## src/rtl/nvs_pkg.sv

```systemverilog
package nvs_pkg;
  typedef enum logic [1:0] {
    AGE_NONE  = 2'd0,
    AGE_FRESH = 2'd1,
    AGE_STALE = 2'd2
  } hold_age_t;
endpackage

```

## src/rtl/nvs_hold.sv

```systemverilog
module nvs_hold #(
  parameter int DATA_W = 8
) (
  input  logic              clk,
  input  logic              rst,
  input  logic              load_i,
  input  logic              clr_i,
  input  logic [DATA_W-1:0] data_i,
  output logic [DATA_W-1:0] data_o,
  output logic              window_o
);
  import nvs_pkg::*;

  hold_age_t         age_q;
  logic [DATA_W-1:0] data_q;

  always_ff @(posedge clk) begin
    if (rst) begin
      age_q  <= AGE_NONE;
      data_q <= '0;
    end else if (clr_i) begin
      age_q <= AGE_NONE;
    end else if (load_i) begin
      age_q  <= AGE_FRESH;
      data_q <= data_i;
    end else begin
      case (age_q)
        AGE_FRESH: age_q <= AGE_STALE;
        AGE_STALE: age_q <= AGE_NONE;
        default:   age_q <= AGE_NONE;
      endcase
    end
  end

  assign data_o   = data_q;
  assign window_o = (age_q == AGE_FRESH);
endmodule

```

## src/rtl/nvs_ewtimer.sv

```systemverilog
module nvs_ewtimer #(
  parameter int EW_CYCLES = 4000,
  localparam int CNT_W = (EW_CYCLES > 2) ? $clog2(EW_CYCLES) : 1
) (
  input  logic clk,
  input  logic rst,
  input  logic start_i,
  output logic busy_o,
  output logic end_o
);
  logic             busy_q;
  logic [CNT_W-1:0] cnt_q;

  always_ff @(posedge clk) begin
    if (rst) begin
      busy_q <= 1'b0;
      cnt_q  <= '0;
    end else if (start_i) begin
      busy_q <= 1'b1;
      cnt_q  <= CNT_W'(EW_CYCLES - 1);
    end else if (busy_q) begin
      if (cnt_q == '0) busy_q <= 1'b0;
      else             cnt_q  <= cnt_q - 1'b1;
    end
  end

  assign busy_o = busy_q;
  assign end_o  = busy_q && (cnt_q == '0);
endmodule

```

## src/rtl/nvs_status.sv

```systemverilog
module nvs_status #(
  parameter int DATA_W = 8
) (
  input  logic              clk,
  input  logic              rst,
  input  logic              start_i,
  input  logic              end_i,
  input  logic              busy_i,
  input  logic              sup_i,
  input  logic [DATA_W-1:0] data_i,
  output logic              rdy_o,
  output logic              wr_cmd_o,
  output logic [DATA_W-1:0] wr_data_o
);
  logic              facc_q;
  logic              fail_q;
  logic              rdy_q;
  logic              wr_q;
  logic [DATA_W-1:0] wd_q;
  logic              busy_nx;
  logic              commit_ok;
  logic              fail_nx;

  always_comb begin
    busy_nx   = start_i | (busy_i & ~end_i);
    commit_ok = end_i & ~facc_q & sup_i;
    if (start_i)                 fail_nx = 1'b0;
    else if (end_i & ~commit_ok) fail_nx = 1'b1;
    else                         fail_nx = fail_q;
  end

  always_ff @(posedge clk) begin
    if (rst) begin
      facc_q <= 1'b0;
      fail_q <= 1'b0;
      rdy_q  <= 1'b0;
      wr_q   <= 1'b0;
      wd_q   <= '0;
    end else begin
      wr_q   <= commit_ok;
      fail_q <= fail_nx;
      rdy_q  <= sup_i & ~busy_nx & ~fail_nx;
      if (start_i) begin
        wd_q   <= data_i;
        facc_q <= ~sup_i;
      end else if (busy_i & ~sup_i) begin
        facc_q <= 1'b1;
      end
    end
  end

  assign rdy_o     = rdy_q;
  assign wr_cmd_o  = wr_q;
  assign wr_data_o = wd_q;
endmodule

```

## src/rtl/nvs_commit_seq.sv

```systemverilog
module nvs_commit_seq #(
  parameter int DATA_W    = 8,
  parameter int EW_CYCLES = 4000
) (
  input  logic              clk,
  input  logic              rst,
  input  logic              frame_done,
  input  logic [DATA_W-1:0] rx_data,
  input  logic              prog_req,
  input  logic              supply_ok,
  output logic              rdy,
  output logic              busy,
  output logic              wr_cmd,
  output logic [DATA_W-1:0] wr_data
);
  logic              window;
  logic              start;
  logic              load;
  logic              ew_end;
  logic [DATA_W-1:0] hold_data;

  assign start = window & prog_req & ~busy;
  assign load  = frame_done & ~busy & ~start;

  nvs_hold #(.DATA_W(DATA_W)) u_hold (
    .clk(clk), .rst(rst), .load_i(load), .clr_i(start),
    .data_i(rx_data), .data_o(hold_data), .window_o(window)
  );

  nvs_ewtimer #(.EW_CYCLES(EW_CYCLES)) u_timer (
    .clk(clk), .rst(rst), .start_i(start), .busy_o(busy), .end_o(ew_end)
  );

  nvs_status #(.DATA_W(DATA_W)) u_status (
    .clk(clk), .rst(rst), .start_i(start), .end_i(ew_end), .busy_i(busy),
    .sup_i(supply_ok), .data_i(hold_data), .rdy_o(rdy), .wr_cmd_o(wr_cmd),
    .wr_data_o(wr_data)
  );
endmodule

```

## config.mk

```make
export PLATFORM = sky130hd
export DESIGN_NAME = nvs_commit_seq
export DESIGN_NICKNAME = d
export VERILOG_FILES = /design/src/rtl/nvs_pkg.sv /design/src/rtl/nvs_hold.sv /design/src/rtl/nvs_ewtimer.sv /design/src/rtl/nvs_status.sv /design/src/rtl/nvs_commit_seq.sv
export SDC_FILE = /design/constraint.sdc
export NUM_CORES = 1
export LEC_CHECK = 0
export BUFFER_PORTS_ARGS = -buffer_cell sky130_fd_sc_hd__buf_4
export CELL_PAD_IN_SITES_DETAIL_PLACEMENT = 0
export CELL_PAD_IN_SITES_GLOBAL_PLACEMENT = 1
export CORE_MARGIN = 5
export CORE_UTILIZATION = 39
export CTS_BUF_LIST = sky130_fd_sc_hd__clkbuf_4
export DETAILED_ROUTE_END_ITERATION = 16
export GPL_TIMING_DRIVEN = 0
export PLACE_DENSITY = 0.89
export SLEW_MARGIN = 20
export SYNTH_ARGS = -nofsm -noshare
export SYNTH_HDL_FRONTEND = slang
export SYNTH_SLANG_ARGS = --single-unit
export TNS_END_PERCENT = 20
```

## constraint.sdc

```tcl
create_clock -name clk -period 1.8 [get_ports clk]
set_input_delay 0.27 -clock clk [delete_from_list [all_inputs] [get_ports clk]]
set_output_delay 0.27 -clock clk [all_outputs]
set_load 0.1 [all_outputs]
```

# Word level (Yosys, flattened, before mapping)
# Cells that the tools add are included.
totals:
  word_cells: 56
  in_bits: 13
  out_inout_bits: 11
  reg_bits: 35
classes:
  reduce_logical: 9
  n_eq_ne: 2
  mux: 12
  addsub: 1
  n_bitwise: 21
ops:
  columns: ["operator", "n"]
  rows:
  - ["2-to-1 mux 12 bit", 3]
  - ["zero test 12 bit", 1]
  - ["subtractor 12 x 1 -> 12 bit (second input constant)", 1]
  - ["bitwise AND 1 bit", 11]
  - ["inverter 1 bit", 9]
  - ["2-to-1 mux 1 bit", 8]
  - ["AND reduction 2 bit", 3]
  - ["nonzero test 2 bit", 2]
  - ["OR reduction 3 bit", 1]
  - ["== test 2 x 1 -> 1 bit (second input constant)", 1]
  - ["2-to-1 mux 2 bit", 1]
  - ["!= test 2 bit (second input constant)", 1]
  - ["OR reduction 2 bit", 1]
  - ["logical AND 1 bit", 1]
  - ["OR 1 bit", 1]

# Longest topological paths before layout
# Gate-level depths: netlist of run 1.
logic_depth:
  depth_word: 10
  depth_mapped: 6
  ltp_nobuf: 6

# By module
# Synthesis of run 1 repeated with hierarchy kept, for this count alone.
unflattened:
  cells_unflattened: 163
  area_unflattened_um2: 1627.8
modules_own_cells:
  columns: ["mod", "area_each_um2", "n_inst", "seq_area_each_um2", "cells_each"]
  rows:
  - ["nvs_ewtimer", 729.4, 1, 260.2, 81]
  - ["nvs_status", 465.4, 1, 240.2, 40]
  - ["nvs_hold", 416.6, 1, 200.2, 39]
  - ["nvs_commit_seq", 16.3, 1, 0.0, 3]

# Worst setup path before layout of run 1
# OpenSTA, ideal clock, no wires.
synth_timing:
  path_kind: "register to register"
  startpoint: "reg u_timer.busy_q, in the netlist u_timer.busy_o"
  endpoint: "reg u_timer.cnt_q[7]"
  synth_period_minus_slack_ps: 2439
  setup_ps: 74
  stages_incl_launch_ff: 5
  n_path_buf: 0
  path_slack_ps: -639
  arrival_time_ps: 2365
  path_cell_list: "dfxtp_1 -> or3b_2 -> a311o_1 -> or4_1 -> a31oi_1"
synth_via:
  elab_chain_len: 4
  word_cells_on_any_way: 6
synth_rtl:
  columns: ["item", "line", "source"]
  rows:
  - ["start: declaration", "nvs_ewtimer.sv:11", "logic busy_q;"]
  - ["start signal: assignment", "nvs_ewtimer.sv:16", "busy_q <= 1'b0;"]
  - ["start signal: assignment", "nvs_ewtimer.sv:19", "busy_q <= 1'b1;"]
  - ["start signal: assignment", "nvs_ewtimer.sv:22", "if (cnt_q == '0) busy_q <= 1'b0;"]
  - ["inverter 1 bit", "nvs_commit_seq.sv:22", "assign start = window & prog_req & ~busy;"]
  - ["bitwise AND 1 bit", "nvs_commit_seq.sv:22", null]
  - ["!= test 2 bit (no line) / nonzero test 2 bit (equally long branches)", null, null]
  - ["AND reduction 2 bit (no line)", null, null]
  - ["end signal: assignment", "nvs_ewtimer.sv:20", "cnt_q <= CNT_W'(EW_CYCLES - 1);"]
  - ["end signal: assignment", "nvs_ewtimer.sv:23", "else cnt_q <= cnt_q - 1'b1;"]
  - ["end: declaration", "nvs_ewtimer.sv:12", "logic [CNT_W-1:0] cnt_q;"]
# Parallel ways exist; a longest one is shown, timed or not.
# A chain may end at the register's enable or synchronous reset.

# Worst setup path in the final report of run 1
layout_timing:
  startpoint: "reg u_timer.cnt_q[2]"
  endpoint: "reg u_timer.cnt_q[11]"
layout_via:
  elab_chain_len: 4
  word_cells_on_any_way: 7
layout_rtl:
  columns: ["item", "line", "source"]
  rows:
  - ["subtractor 12 x 1 -> 12 bit", "nvs_ewtimer.sv:23", null]
  - ["2-to-1 mux 12 bit", "nvs_ewtimer.sv:22", null]
  - ["2-to-1 mux 12 bit", "nvs_ewtimer.sv:21", "end else if (busy_q) begin"]
  - ["2-to-1 mux 12 bit", "nvs_ewtimer.sv:18", "end else if (start_i) begin"]
# Parallel ways exist; a longest one is shown, timed or not. The select of a mux whose other input is x is not followed.

==> results.md, run 1 <==
- Fmax: 519 MHz
- Number of enable-type register cells in the synthesized netlist: 0
- CP cell instances: or3_1 > buf_6 > a311o_1 > buf_6 > or3_1 > a31oi_1
- Time the worst path needs with I/O delays and setup: 1.93 ns
- Overall die width: 69.8 um
- Hold Path Depth: 3
- Count of buffer and inverter cells on the critical path: 2
- Clock skew: 0.00696 ns
- Final core utilization: 52.7%
- Number of port buffers: 23
- Maximum Capacitance Violations: 0
- Top delay family on crit path: simple AND/OR/NAND/NOR gates
- Period utilization: 107%
- Result of the run: complete, but fails checks
- Wire length of the first global-routing pass: 5.44 mm
- Leading cell types by count after synthesis: sky130_fd_sc_hd__dfxtp_1, sky130_fd_sc_hd__nand2_1, sky130_fd_sc_hd__nor2_1
- Worst VDD drop: 0.496 mV
- Number of setup violations in the final report: 5
- Violated checks: negative setup slack
- Mapped Avg Cell Area: 8.89 um^2
- Ys flop type: sky130_fd_sc_hd__dfxtp_1
- RSZ-0062 raised after global routing: true
- Largest fanout on the critical path: 5
- Share of flip-flops with an asynchronous set or reset after synthesis: 0%
- Area used by multi-input combinational logic: 682 um^2
- Critical-path top delay cell: sky130_fd_sc_hd__or3_1
- Power per cell area: 896 mW/mm^2
- Worst slew margin relative to its limit: 66.2%
- Overall track demand over capacity in global routing: 13.9%
- Pleak: 0.740 nW
- Startpoint of the lowest-slack register-to-register path: u_timer.cnt_q[2]
- Nature of the critical path startpoint: register
- Post-Syn Area: 0.00140 mm^2
- Worst slew pin tran: 0.506 ns
- Clock-pin slew of the registers on the worst-case setup and hold paths: 0.10 ns
- Kind of path behind the tightest hold check: in2reg
- DRC violation count after routing: 0
- Placer's final routability congestion estimate: 0.795
- Required time of the critical path: 2.07 ns
- Number of slew-limit violations in the final report: 0
- Via count of the first global-routing pass: 1218
- Leading cell types by total area after synthesis: sky130_fd_sc_hd__dfxtp_1, sky130_fd_sc_hd__nand2_1, sky130_fd_sc_hd__a21oi_1, sky130_fd_sc_hd__mux2i_1, sky130_fd_sc_hd__nor2_1
- Dominant cell type by area after synthesis: sky130_fd_sc_hd__dfxtp_1
- Setup slack of the most critical reg-to-reg path: -0.13 ns
- Average wire length per cell after detail routing: 13.6 um
- Worst setup margin: -0.126 ns
- Overall die area: 0.00487 mm^2
- Largest incremental delay on the critical path: 0.38 ns
- Number of buffers inserted during clock tree synthesis: 5
- Deepest level of the CTS H-tree: 2
- Global-route congestion overflow total: 0
- Half-perimeter wire length of the detailed placement result: 2.23 mm
- Die span in y: 69.8 um
- Share of layout cells above drive strength 1: 26.2%
- Length in cells of the worst reg-to-reg path: 6
- Number of detailed-routing iterations run before antenna repair: 4
- Pre-CTS setup slack: -0.269 ns
- Cell with the most instances after synthesis: sky130_fd_sc_hd__dfxtp_1
- Post-synthesis sequential area ratio: 50.2%
- Antenna fix cells: 0
- Critical Path Start: u_timer.cnt_q[2]
- Tightest hold margin: 0.164 ns
- Count of fill cells added during filler insertion: 311
- Placeable core area: 0.00339 mm^2
- Crit. End Element: register
- TritonCTS clock tree: done
- Cell at the root of the clock tree: sky130_fd_sc_hd__clkbuf_4
- Antenna violations before repair: 0
- Hold Buf Count CTS: 0
- Maximum buffer depth of the clock tree: 2
- Final Net Count: 208
- Wirelength, routed: 3.29 mm
- Total number of clock tree sinks: 35
- Number of cells on the critical path: 6
- Share of the synthesized area in the top cell type: 50.2%
- Insertion delay of the later-clocked pin in the worst-skew pair: 0.34 ns
- Total count of hold-check failures in the final report: 0
- Category of the critical setup timing path: reg2reg
- Hold wc startpoint: rx_data[6]
- Number of standard-cell rows in the floorplan: 21
- Starting density of the core: 41.2%
- Hold EP: u_hold.data_o[6]
- Netlist cell types: 35
- Yosys Warn Count: 0
- Ratio of routed vias to standard cells: 5.25
- Sequential standard cell area: 709 um^2
- Synthesized instance count: 157
- Pin count of the biggest net entering global routing: 11
- Iteration-0 DRC count of the detailed router: 41
- Remaining antenna violation count after routing: 0
- Area added between synthesis and finish: 28.1%
- Total of flip-flops plus latches after synthesis: 35
- Number of placed I/O pins: 24
- Vias after detailed routing: 1265
- WP data arrival: 2.19 ns
- Net count of the mapped netlist: 171
- End of the worst register-to-register path: u_timer.cnt_q[11]
[final cells by class]
cell class                 instances  share of cell area [%]
inverter                           4                   0.840
clock inverter                     2                   0.420
tap                               46                    3.22
clock buffer                       6                    2.52
buffer                             8                    2.31
multi-input combinational        110                    38.2
timing repair buffer              30                    12.8
sequential                        35                    39.7
[cells by family (layout without fill, tap and decap cells)]
| logic type | Yosys count | after routing | share of synthesized area (%) |
|---|---|---|---|
| AO/OA/AOI/OAI | 36 | 36 | 16.2 |
| multiplexers | 8 | 8 | 5.74 |
| buffers and inverters | 12 | 50 | 3.32 |
| flip-flops | 35 | 35 | 50.2 |
| AND/OR/NAND/NOR | 62 | 62 | 21.7 |
| adder cells (fa/ha/maj) | 1 | 1 | 0.897 |
| XOR/XNOR | 3 | 3 | 1.88 |
[worst max path at each step]
stage | to | slack (ns)
finish | u_timer.cnt_q[11] | -0.13
global placement | u_status.rdy_o | -0.24
CTS | u_timer.cnt_q[11] | -0.08
global route | u_timer.cnt_q[11] | -0.17
detailed placement | u_status.rdy_o | -0.27
floorplan | u_timer.cnt_q[7] | -0.08
[stage by stage]
step / std cells / area, um^2 / setup TNS (ns) / total power, mW
floorplan: 157 / 1400 / -0.0774 / 1.07
global placement: 226 / 1630 / -1.64 / 1.14
detailed placement: 226 / 1630 / -2.28 / 1.15
CTS: 236 / 1720 / -0.296 / 1.57
global route: 241 / 1790 / -0.590 / 1.69
finish: 241 / 1790 / -0.377 / 1.60
[worst reg2reg max path: stages (launching register included)]
cell and delay [ns]:
sky130_fd_sc_hd__dfxtp_4 0.36, sky130_fd_sc_hd__or3_1 0.38, sky130_fd_sc_hd__buf_6 0.12, sky130_fd_sc_hd__a311o_1 0.37, sky130_fd_sc_hd__buf_6 0.15, sky130_fd_sc_hd__or3_1 0.31
sky130_fd_sc_hd__a31oi_1 0.17
[state kept, by name (all words and copies together) (netlist names)]
name / flops
u_status.facc_q: 1
u_status.wr_data_o: 8
u_timer.cnt_q: 12
u_status.fail_q: 1
u_status.rdy_o: 1
u_hold.data_o: 8
u_hold.age_q: 2
u_timer.busy_o: 1
u_status.wr_cmd_o: 1
[metal layers]
| layer | global-route usage (%) | part of all wire [%] | vias up |
|---|---|---|---|
| met5 | 0 | 0 | - |
| met4 | 9.36 | 2.3 | 0 |
| met3 | 4.20 | 8.0 | 9 |
| met1 | 15.4 | 41 | 570 |
| li1 | - | - | 633 |
| met2 | 22.7 | 48 | 53 |
[cells in the final DEF (no fill, tap or decap), types with 2 or more instances in the layout]
cell and instances:
sky130_fd_sc_hd__or3_1 4, sky130_fd_sc_hd__buf_6 2, sky130_fd_sc_hd__nor3_1 2, sky130_fd_sc_hd__a31o_2 2, sky130_fd_sc_hd__o31ai_1 3, sky130_fd_sc_hd__nor2_1 18
sky130_fd_sc_hd__dfxtp_1 32, sky130_fd_sc_hd__mux2i_1 8, sky130_fd_sc_hd__a21oi_1 16, sky130_fd_sc_hd__clkbuf_4 6, sky130_fd_sc_hd__clkinv_1 2, sky130_fd_sc_hd__clkbuf_2 3
sky130_fd_sc_hd__clkbuf_1 4, sky130_fd_sc_hd__a31oi_1 5, sky130_fd_sc_hd__o21ai_0 3, sky130_fd_sc_hd__xnor2_1 2, sky130_fd_sc_hd__nor4b_1 3, sky130_fd_sc_hd__buf_4 29
sky130_fd_sc_hd__dfxtp_4 2, sky130_fd_sc_hd__inv_1 4, sky130_fd_sc_hd__nand2_1 23
[repair_timing]
item,CTS,global route
buffers inserted,2,5
gates resized for setup,4,14
pin swaps,2,3
setup endpoints to repair,20,29
[power breakdown]
group | internal [mW] | switching [mW] | leakage, nW
registers | 0.819 | 0.0387 | 0.288
logic | 0.141 | 0.191 | 0.421
clock network | 0.160 | 0.252 | 0.0307
total | 1.12 | 0.482 | 0.740
(Power assumes the default switching activity.)
==> run 2: changes to the inputs <==
--- a/config.mk
+++ b/config.mk
@@ -9,11 +9,11 @@
 export CELL_PAD_IN_SITES_DETAIL_PLACEMENT = 0
 export CELL_PAD_IN_SITES_GLOBAL_PLACEMENT = 1
 export CORE_MARGIN = 5
-export CORE_UTILIZATION = 39
+export CORE_UTILIZATION = 40
 export CTS_BUF_LIST = sky130_fd_sc_hd__clkbuf_4
 export DETAILED_ROUTE_END_ITERATION = 16
 export GPL_TIMING_DRIVEN = 0
-export PLACE_DENSITY = 0.89
+export PLACE_DENSITY = 0.88
 export SLEW_MARGIN = 20
 export SYNTH_ARGS = -nofsm -noshare
 export SYNTH_HDL_FRONTEND = slang
==> constraint.sdc (replaced) <==
create_clock -name clk -period 2.3 [get_ports clk]
set_input_delay 0.345 -clock clk [delete_from_list [all_inputs] [get_ports clk]]
set_output_delay 0.345 -clock clk [all_outputs]
set_load 0.1 [all_outputs]
==> results.md, run 2 (synthesized netlist as in run 1, its figures left out) <==
- Required time of the critical path: 2.56 ns (+0.49 ns)
- Most common cell after layout, fill and taps aside: sky130_fd_sc_hd__dfxtp_1
- Category of the critical setup timing path: reg2reg
- Time the worst path needs with I/O delays and setup: 2.06 ns (+0.136 ns)
- Worst VDD drop: 0.298 mV (-40%)
- Area added between synthesis and finish: 20.4%
- Overall die area: 0.00477 mm^2 (-2.2%)
- Post-CTS resize count: 0 (-4)
- Maximum buffer depth of the clock tree: 2 (unchanged)
- Worst setup margin: 0.238 ns (+0.364 ns)
- Clock-pin slew of the registers on the worst-case setup and hold paths: 0.10 ns (about the same)
- Vias after detailed routing: 1228 (-2.9%)
- Number of placed I/O pins: 24 (unchanged)
- Number of port buffers: 23 (unchanged)
- Number of detailed-routing iterations run before antenna repair: 4 (unchanged)
- Insertion delay of the later-clocked pin in the worst-skew pair: 0.34 ns (about the same)
- Number of slew-limit violations in the final report: 0 (unchanged)
- Placer's final routability congestion estimate: 0.793 (-0.25%)
- Total number of clock tree sinks: 35 (unchanged)
- Via count of the first global-routing pass: 1203 (-1.2%)
- Power per cell area: 718 mW/mm^2 (-20%)
- RSZ-0062 raised after global routing: false
- Wire length of the first global-routing pass: 5.30 mm (-2.7%)
- Count of fill cells added during filler insertion: 351 (+13%)
- Total power after layout: 1.21 mW (-25%)
- Remaining antenna violation count after routing: 0 (unchanged)
- WP data arrival: 2.32 ns (+0.13 ns)
- Iteration-0 DRC count of the detailed router: 44 (+7.3%)
- Half-perimeter wire length of the detailed placement result: 2.36 mm (+5.7%)
- Deepest level of the CTS H-tree: 2 (unchanged)
- Average wire length per cell after detail routing: 13.2 um (-3.5%)
- Tightest hold margin: 0.232 ns (+0.0677 ns)
- Maximum Capacitance Violations: 0 (unchanged)
- Total count of hold-check failures in the final report: 0 (unchanged)
- Nature of the critical path startpoint: register
- TritonCTS clock tree: done
- Share of layout cells above drive strength 1: 18.6% (-7.5 points)
- Largest fanout on the critical path: 6 (+1)
- DRC violation count after routing: 0 (unchanged)
- Number of setup violations in the final report: 0 (-5)
- Hold Buf Count CTS: 0 (unchanged)
- Final Net Count: 201 (-3.4%)
- Antenna fix cells: 0 (unchanged)
- Kind of path behind the tightest hold check: in2reg
- Number of buffers inserted during clock tree synthesis: 5 (unchanged)
- Clock skew: 0.00609 ns (-0.000872 ns)
- Cell at the root of the clock tree: sky130_fd_sc_hd__clkbuf_4
- Placeable core area: 0.00336 mm^2 (-0.78%)
- Crit. End Element: register
- Overall track demand over capacity in global routing: 13.5% (-0.40 points)
- Period utilization: 89.6% (-17 points)
- Pre-CTS setup slack: 0.342 ns (+0.611 ns)
- Commonest cells after routing, fill and taps aside: sky130_fd_sc_hd__dfxtp_1, sky130_fd_sc_hd__nand2_1, sky130_fd_sc_hd__buf_4, sky130_fd_sc_hd__nor2_1, sky130_fd_sc_hd__a21oi_1
- Result of the run: finished clean
- Global-route congestion overflow total: 0 (unchanged)
- Antenna violations before repair: 0 (unchanged)
- Fmax: 485 MHz (-6.6%)
- Setup TNS Final: 0 ns (+0.377 ns)
- Flip-flop count of the largest register after layout: 12 (unchanged)
- Pin count of the biggest net entering global routing: 12 (+1)
- Worst slew margin relative to its limit: 44.1% (-22 points)
- Wirelength, routed: 3.08 mm (-6.3%)
- Number of standard-cell rows in the floorplan: 21 (unchanged)
- Pleak: 0.677 nW (-8.4%)
- Starting density of the core: 41.5% (+0.32 points)
- Overall die width: 69.1 um (-1.1%)
- Ratio of routed vias to standard cells: 5.25 (about the same)
- Post-CTS repair timing setup buffer count: 0 (-2)
- Die span in y: 69.1 um (-1.1%)
- Largest register by flop count: u_timer.cnt_q
- Worst slew pin tran: 0.831 ns (+0.325 ns)
==> run 2: changes by cell type in the layout (fill, tap and decap cells not counted), sizes merged <==
cell / delta
clkinvlp: +1
buf: -7
clkbuf: -1
==> run 2: where the power goes <==
part	internal (mW)	leakage (nW)	switching, mW	total [mW]
Combinational	0.0826	0.365	0.140	0.223
Sequential	0.641	0.286	0.0264	0.667
Clock	0.112	0.0263	0.204	0.316
==> run 2: layer usage <==
layer,wire (um),global-route usage [%]
met2,1540,23.4
met5,0,0
met3,177,3.20
met1,1300,14.8
met4,61,8.03
==> run 2: cell type report <==
class	count	area, um^2	share of cell area [%]
clock buffers	5	37.5	2.24
plain buffers	8	31.3	1.86
well taps	46	57.6	3.43
flip-flops and latches	35	702	41.8
clock inverters	3	15.0	0.894
inverters	4	15.0	0.894
repair buffers	23	173	10.3
multi-input cells	110	648	38.6
==> run 2: final timing paths <==
check	startpoint	to	slack, ns	cells after the start
hold / removal	rx_data[1]	u_hold.data_o[1]	0.23	3
hold reg to reg	u_status.fail_q	u_status.rdy_o	0.45	1
setup reg to reg	u_timer.cnt_q[11]	u_status.rdy_o	0.24	4
setup / recovery	u_timer.cnt_q[11]	u_status.rdy_o	0.24	4
==> run 2: per-stage QoR <==
stage / util [%] / area (um^2) / std cells
after floorplan: - / 1400 / 157
after global placement: 48.4 / 1630 / 226
after detailed placement: 48.4 / 1630 / 226
after CTS: 49.9 / 1680 / 234
after global routing: 49.9 / 1680 / 234
final: 49.9 / 1680 / 234
==> run 2: critical path, stage by stage (launching register included) <==
cell	delay, ns
sky130_fd_sc_hd__dfxtp_1	0.35
sky130_fd_sc_hd__nor4_1	0.74
sky130_fd_sc_hd__nand4_1	0.41
sky130_fd_sc_hd__o21ai_0	0.24
sky130_fd_sc_hd__nor4b_1	0.23
==> run 3: changes to the inputs <==
==> constraint.sdc (replaced) <==
create_clock -name clk -period 2.3 [get_ports clk]
set_input_delay 0.345 -clock clk [delete_from_list [all_inputs] [get_ports clk]]
set_output_delay 0.345 -clock clk [all_outputs]
set_load 0.005 [all_outputs]
==> results.md, run 3 (synthesized netlist as in run 1, its figures left out) <==
- Total number of clock tree sinks: 35 (unchanged)
- Worst slew margin relative to its limit: 56.9% (+13 points)
- Clock skew: 0.00847 ns (+0.00239 ns)
- Time the worst path needs with I/O delays and setup: 1.94 ns (-0.124 ns)
- Nature of the critical path startpoint: register
- Most common cell after layout, fill and taps aside: sky130_fd_sc_hd__dfxtp_1
- Result of the run: finished clean
- Fraction of power consumed by combinational cells: 13.6% (-4.9 points)
- Worst setup margin: 0.362 ns (+0.124 ns)
- Critical-path top delay cell: sky130_fd_sc_hd__or4_1
- Number of setup violations in the final report: 0 (unchanged)
- Required time of the critical path: 2.58 ns (+0.02 ns)
- Number of standard-cell rows in the floorplan: 21 (unchanged)
- Kind of path behind the tightest hold check: in2reg
- Hold Buf Count CTS: 0 (unchanged)
- Post-route cell area: 0.00174 mm^2 (+3.4%)
- Vias after detailed routing: 1245 (+1.4%)
- Die span in y: 69.1 um (unchanged)
- Setup TNS Final: 0 ns (unchanged)
- Overall die width: 69.1 um (unchanged)
- Insertion delay of the later-clocked pin in the worst-skew pair: 0.35 ns (about the same)
- Half-perimeter wire length of the detailed placement result: 2.25 mm (-4.5%)
- Share of layout cells above drive strength 1: 19.7% (+1.1 points)
- Post-CTS repair timing setup buffer count: 0 (unchanged)
- CP cell instances: or3_1 > buf_2 > a311o_1 > or4_1 > a31oi_1
- WP data arrival: 2.22 ns (-0.10 ns)
- Flip-flop count of the largest register after layout: 12 (unchanged)
- Number of buffers inserted during clock tree synthesis: 5 (unchanged)
- Cell at the root of the clock tree: sky130_fd_sc_hd__clkbuf_4
- Tightest hold margin: 0.222 ns (-0.00994 ns)
- Fmax: 516 MHz (+6.4%)
- Number of detailed-routing iterations run before antenna repair: 5 (+1)
- Deepest level of the CTS H-tree: 2 (unchanged)
- Largest register by flop count: u_timer.cnt_q
- Number of placed I/O pins: 24 (unchanged)
- Largest incremental delay on the critical path: 0.42 ns (-0.32 ns)
- Overall die area: 0.00477 mm^2 (unchanged)
- Worst VDD drop: 0.429 mV (+44%)
- Iteration-0 DRC count of the detailed router: 57 (+30%)
- Area added between synthesis and finish: 24.5%
- Antenna violations before repair: 0 (unchanged)
- Antenna fix cells: 0 (unchanged)
- TritonCTS clock tree: done
- Worst slew pin tran: 0.638 ns (-0.193 ns)
- Maximum Capacitance Violations: 0 (unchanged)
- Pleak: 0.704 nW (+3.8%)
- Starting density of the core: 41.5% (unchanged)
- RSZ-0062 raised after global routing: false
- Final Net Count: 201 (unchanged)
- Wire length of the first global-routing pass: 5.18 mm (-2.3%)
- Largest fanout on the critical path: 7 (+1)
- Count of buffer and inverter cells on the critical path: 1 (+1)
- Placeable core area: 0.00336 mm^2 (unchanged)
- Sw Ratio: 24.9% (-5.8 points)
- Clock-pin slew of the registers on the worst-case setup and hold paths: 0.12 ns (+0.02 ns)
- Placer's final routability congestion estimate: 0.770 (-3.0%)
- Pre-CTS setup slack: 0.278 ns (-0.0639 ns)
- Fraction of power consumed by sequential logic: 47.2% (-8.1 points)
- Wirelength, routed: 3.10 mm (+0.55%)
- Clock group share of total power: 39.2% (+13 points)
- Ratio of routed vias to standard cells: 5.32 (+1.4%)
- Average wire length per cell after detail routing: 13.2 um (+0.55%)
- Total power after layout: 1.41 mW (+17%)
- Pin count of the biggest net entering global routing: 13 (+1)
- Remaining antenna violation count after routing: 0 (unchanged)
- Overall track demand over capacity in global routing: 13.4% (-0.083 points)
- Cell-internal power: 1.06 mW (+27%)
- Commonest cells after routing, fill and taps aside: sky130_fd_sc_hd__dfxtp_1, sky130_fd_sc_hd__nand2_1, sky130_fd_sc_hd__buf_4, sky130_fd_sc_hd__nor2_1, sky130_fd_sc_hd__a21oi_1
- Via count of the first global-routing pass: 1209 (+0.50%)
- Switching Power: 352 uW (-4.9%)
- Period utilization: 84.3% (-5.4 points)
- Post-CTS resize count: 0 (unchanged)
- Power per cell area: 815 mW/mm^2 (+13%)
- Fin cells: 234 (unchanged)
- Area after detailed placement: 0.00163 mm^2 (about the same)
- Number of port buffers: 23 (unchanged)
- Total count of hold-check failures in the final report: 0 (unchanged)
- Crit. End Element: register
- Global-route congestion overflow total: 0 (unchanged)
- Category of the critical setup timing path: reg2reg
- Final core utilization: 51.6% (+1.7 points)
- Number of slew-limit violations in the final report: 0 (unchanged)
- Top delay family on crit path: simple AND/OR/NAND/NOR gates
- Maximum buffer depth of the clock tree: 2 (unchanged)
- DRC violation count after routing: 0 (unchanged)
- Instance count after placement with tap cells included: 226 (unchanged)
==> run 3: cell count changes in the layout (fill, tap and decap cells not counted) <==
cell / change
sky130_fd_sc_hd__clkinv_1: -2
sky130_fd_sc_hd__nor4_2: +1
sky130_fd_sc_hd__nor4_1: -1
sky130_fd_sc_hd__dfxtp_2: -1
sky130_fd_sc_hd__dfxtp_1: +1
sky130_fd_sc_hd__bufinv_16: +2
==> run 3: worst paths after layout <==
check / to / startpoint / cells after the start / slack [ns]
max: u_timer.cnt_q[7] / u_timer.cnt_q[2] / 5 / 0.36
min: u_hold.data_o[5] / rx_data[5] / 3 / 0.22
max reg2reg: u_timer.cnt_q[7] / u_timer.cnt_q[2] / 5 / 0.36
min reg2reg: u_status.rdy_o / u_status.fail_q / 1 / 0.45
==> run 3: worst min-delay path: stages <==
cell and delay (ns):
sky130_fd_sc_hd__buf_4 0.08, sky130_fd_sc_hd__mux2i_1 0.05, sky130_fd_sc_hd__nor2_1 0.07
==> run 3: power by group through the flow <==
| stage | Combinational [mW] | Sequential, mW | Clock, mW |
|---|---|---|---|
| after floorplan | 0.132 | 0.674 | 0 |
| after global placement | 0.183 | 0.678 | 0 |
| after detailed placement | 0.189 | 0.680 | 0 |
| after CTS | 0.190 | 0.666 | 0.563 |
| after global routing | 0.216 | 0.673 | 0.592 |
| final | 0.192 | 0.668 | 0.555 |
==> run 3: area by class of cell <==
cell class                      instances  area (um^2)
Fill cell                             331         1630
Timing Repair Buffer                   23          173
Inverter                                4         15.0
Sequential cell                        35          701
Tap cell                               46         57.6
Clock buffer                            5         37.5
Clock inverter                          3         67.6
Buffer                                  8         31.3
Multi-Input combinational cell        110          654
==> run 3: per-layer routing <==
metal / GRT usage (%) / wire length [um] / vias up
li1: - / - / 620
met1: 14.5 / 1340 / 580
met2: 22.0 / 1500 / 37
met3: 4.22 / 193 / 8
met4: 9.54 / 61 / 0
met5: 0 / 0 / -
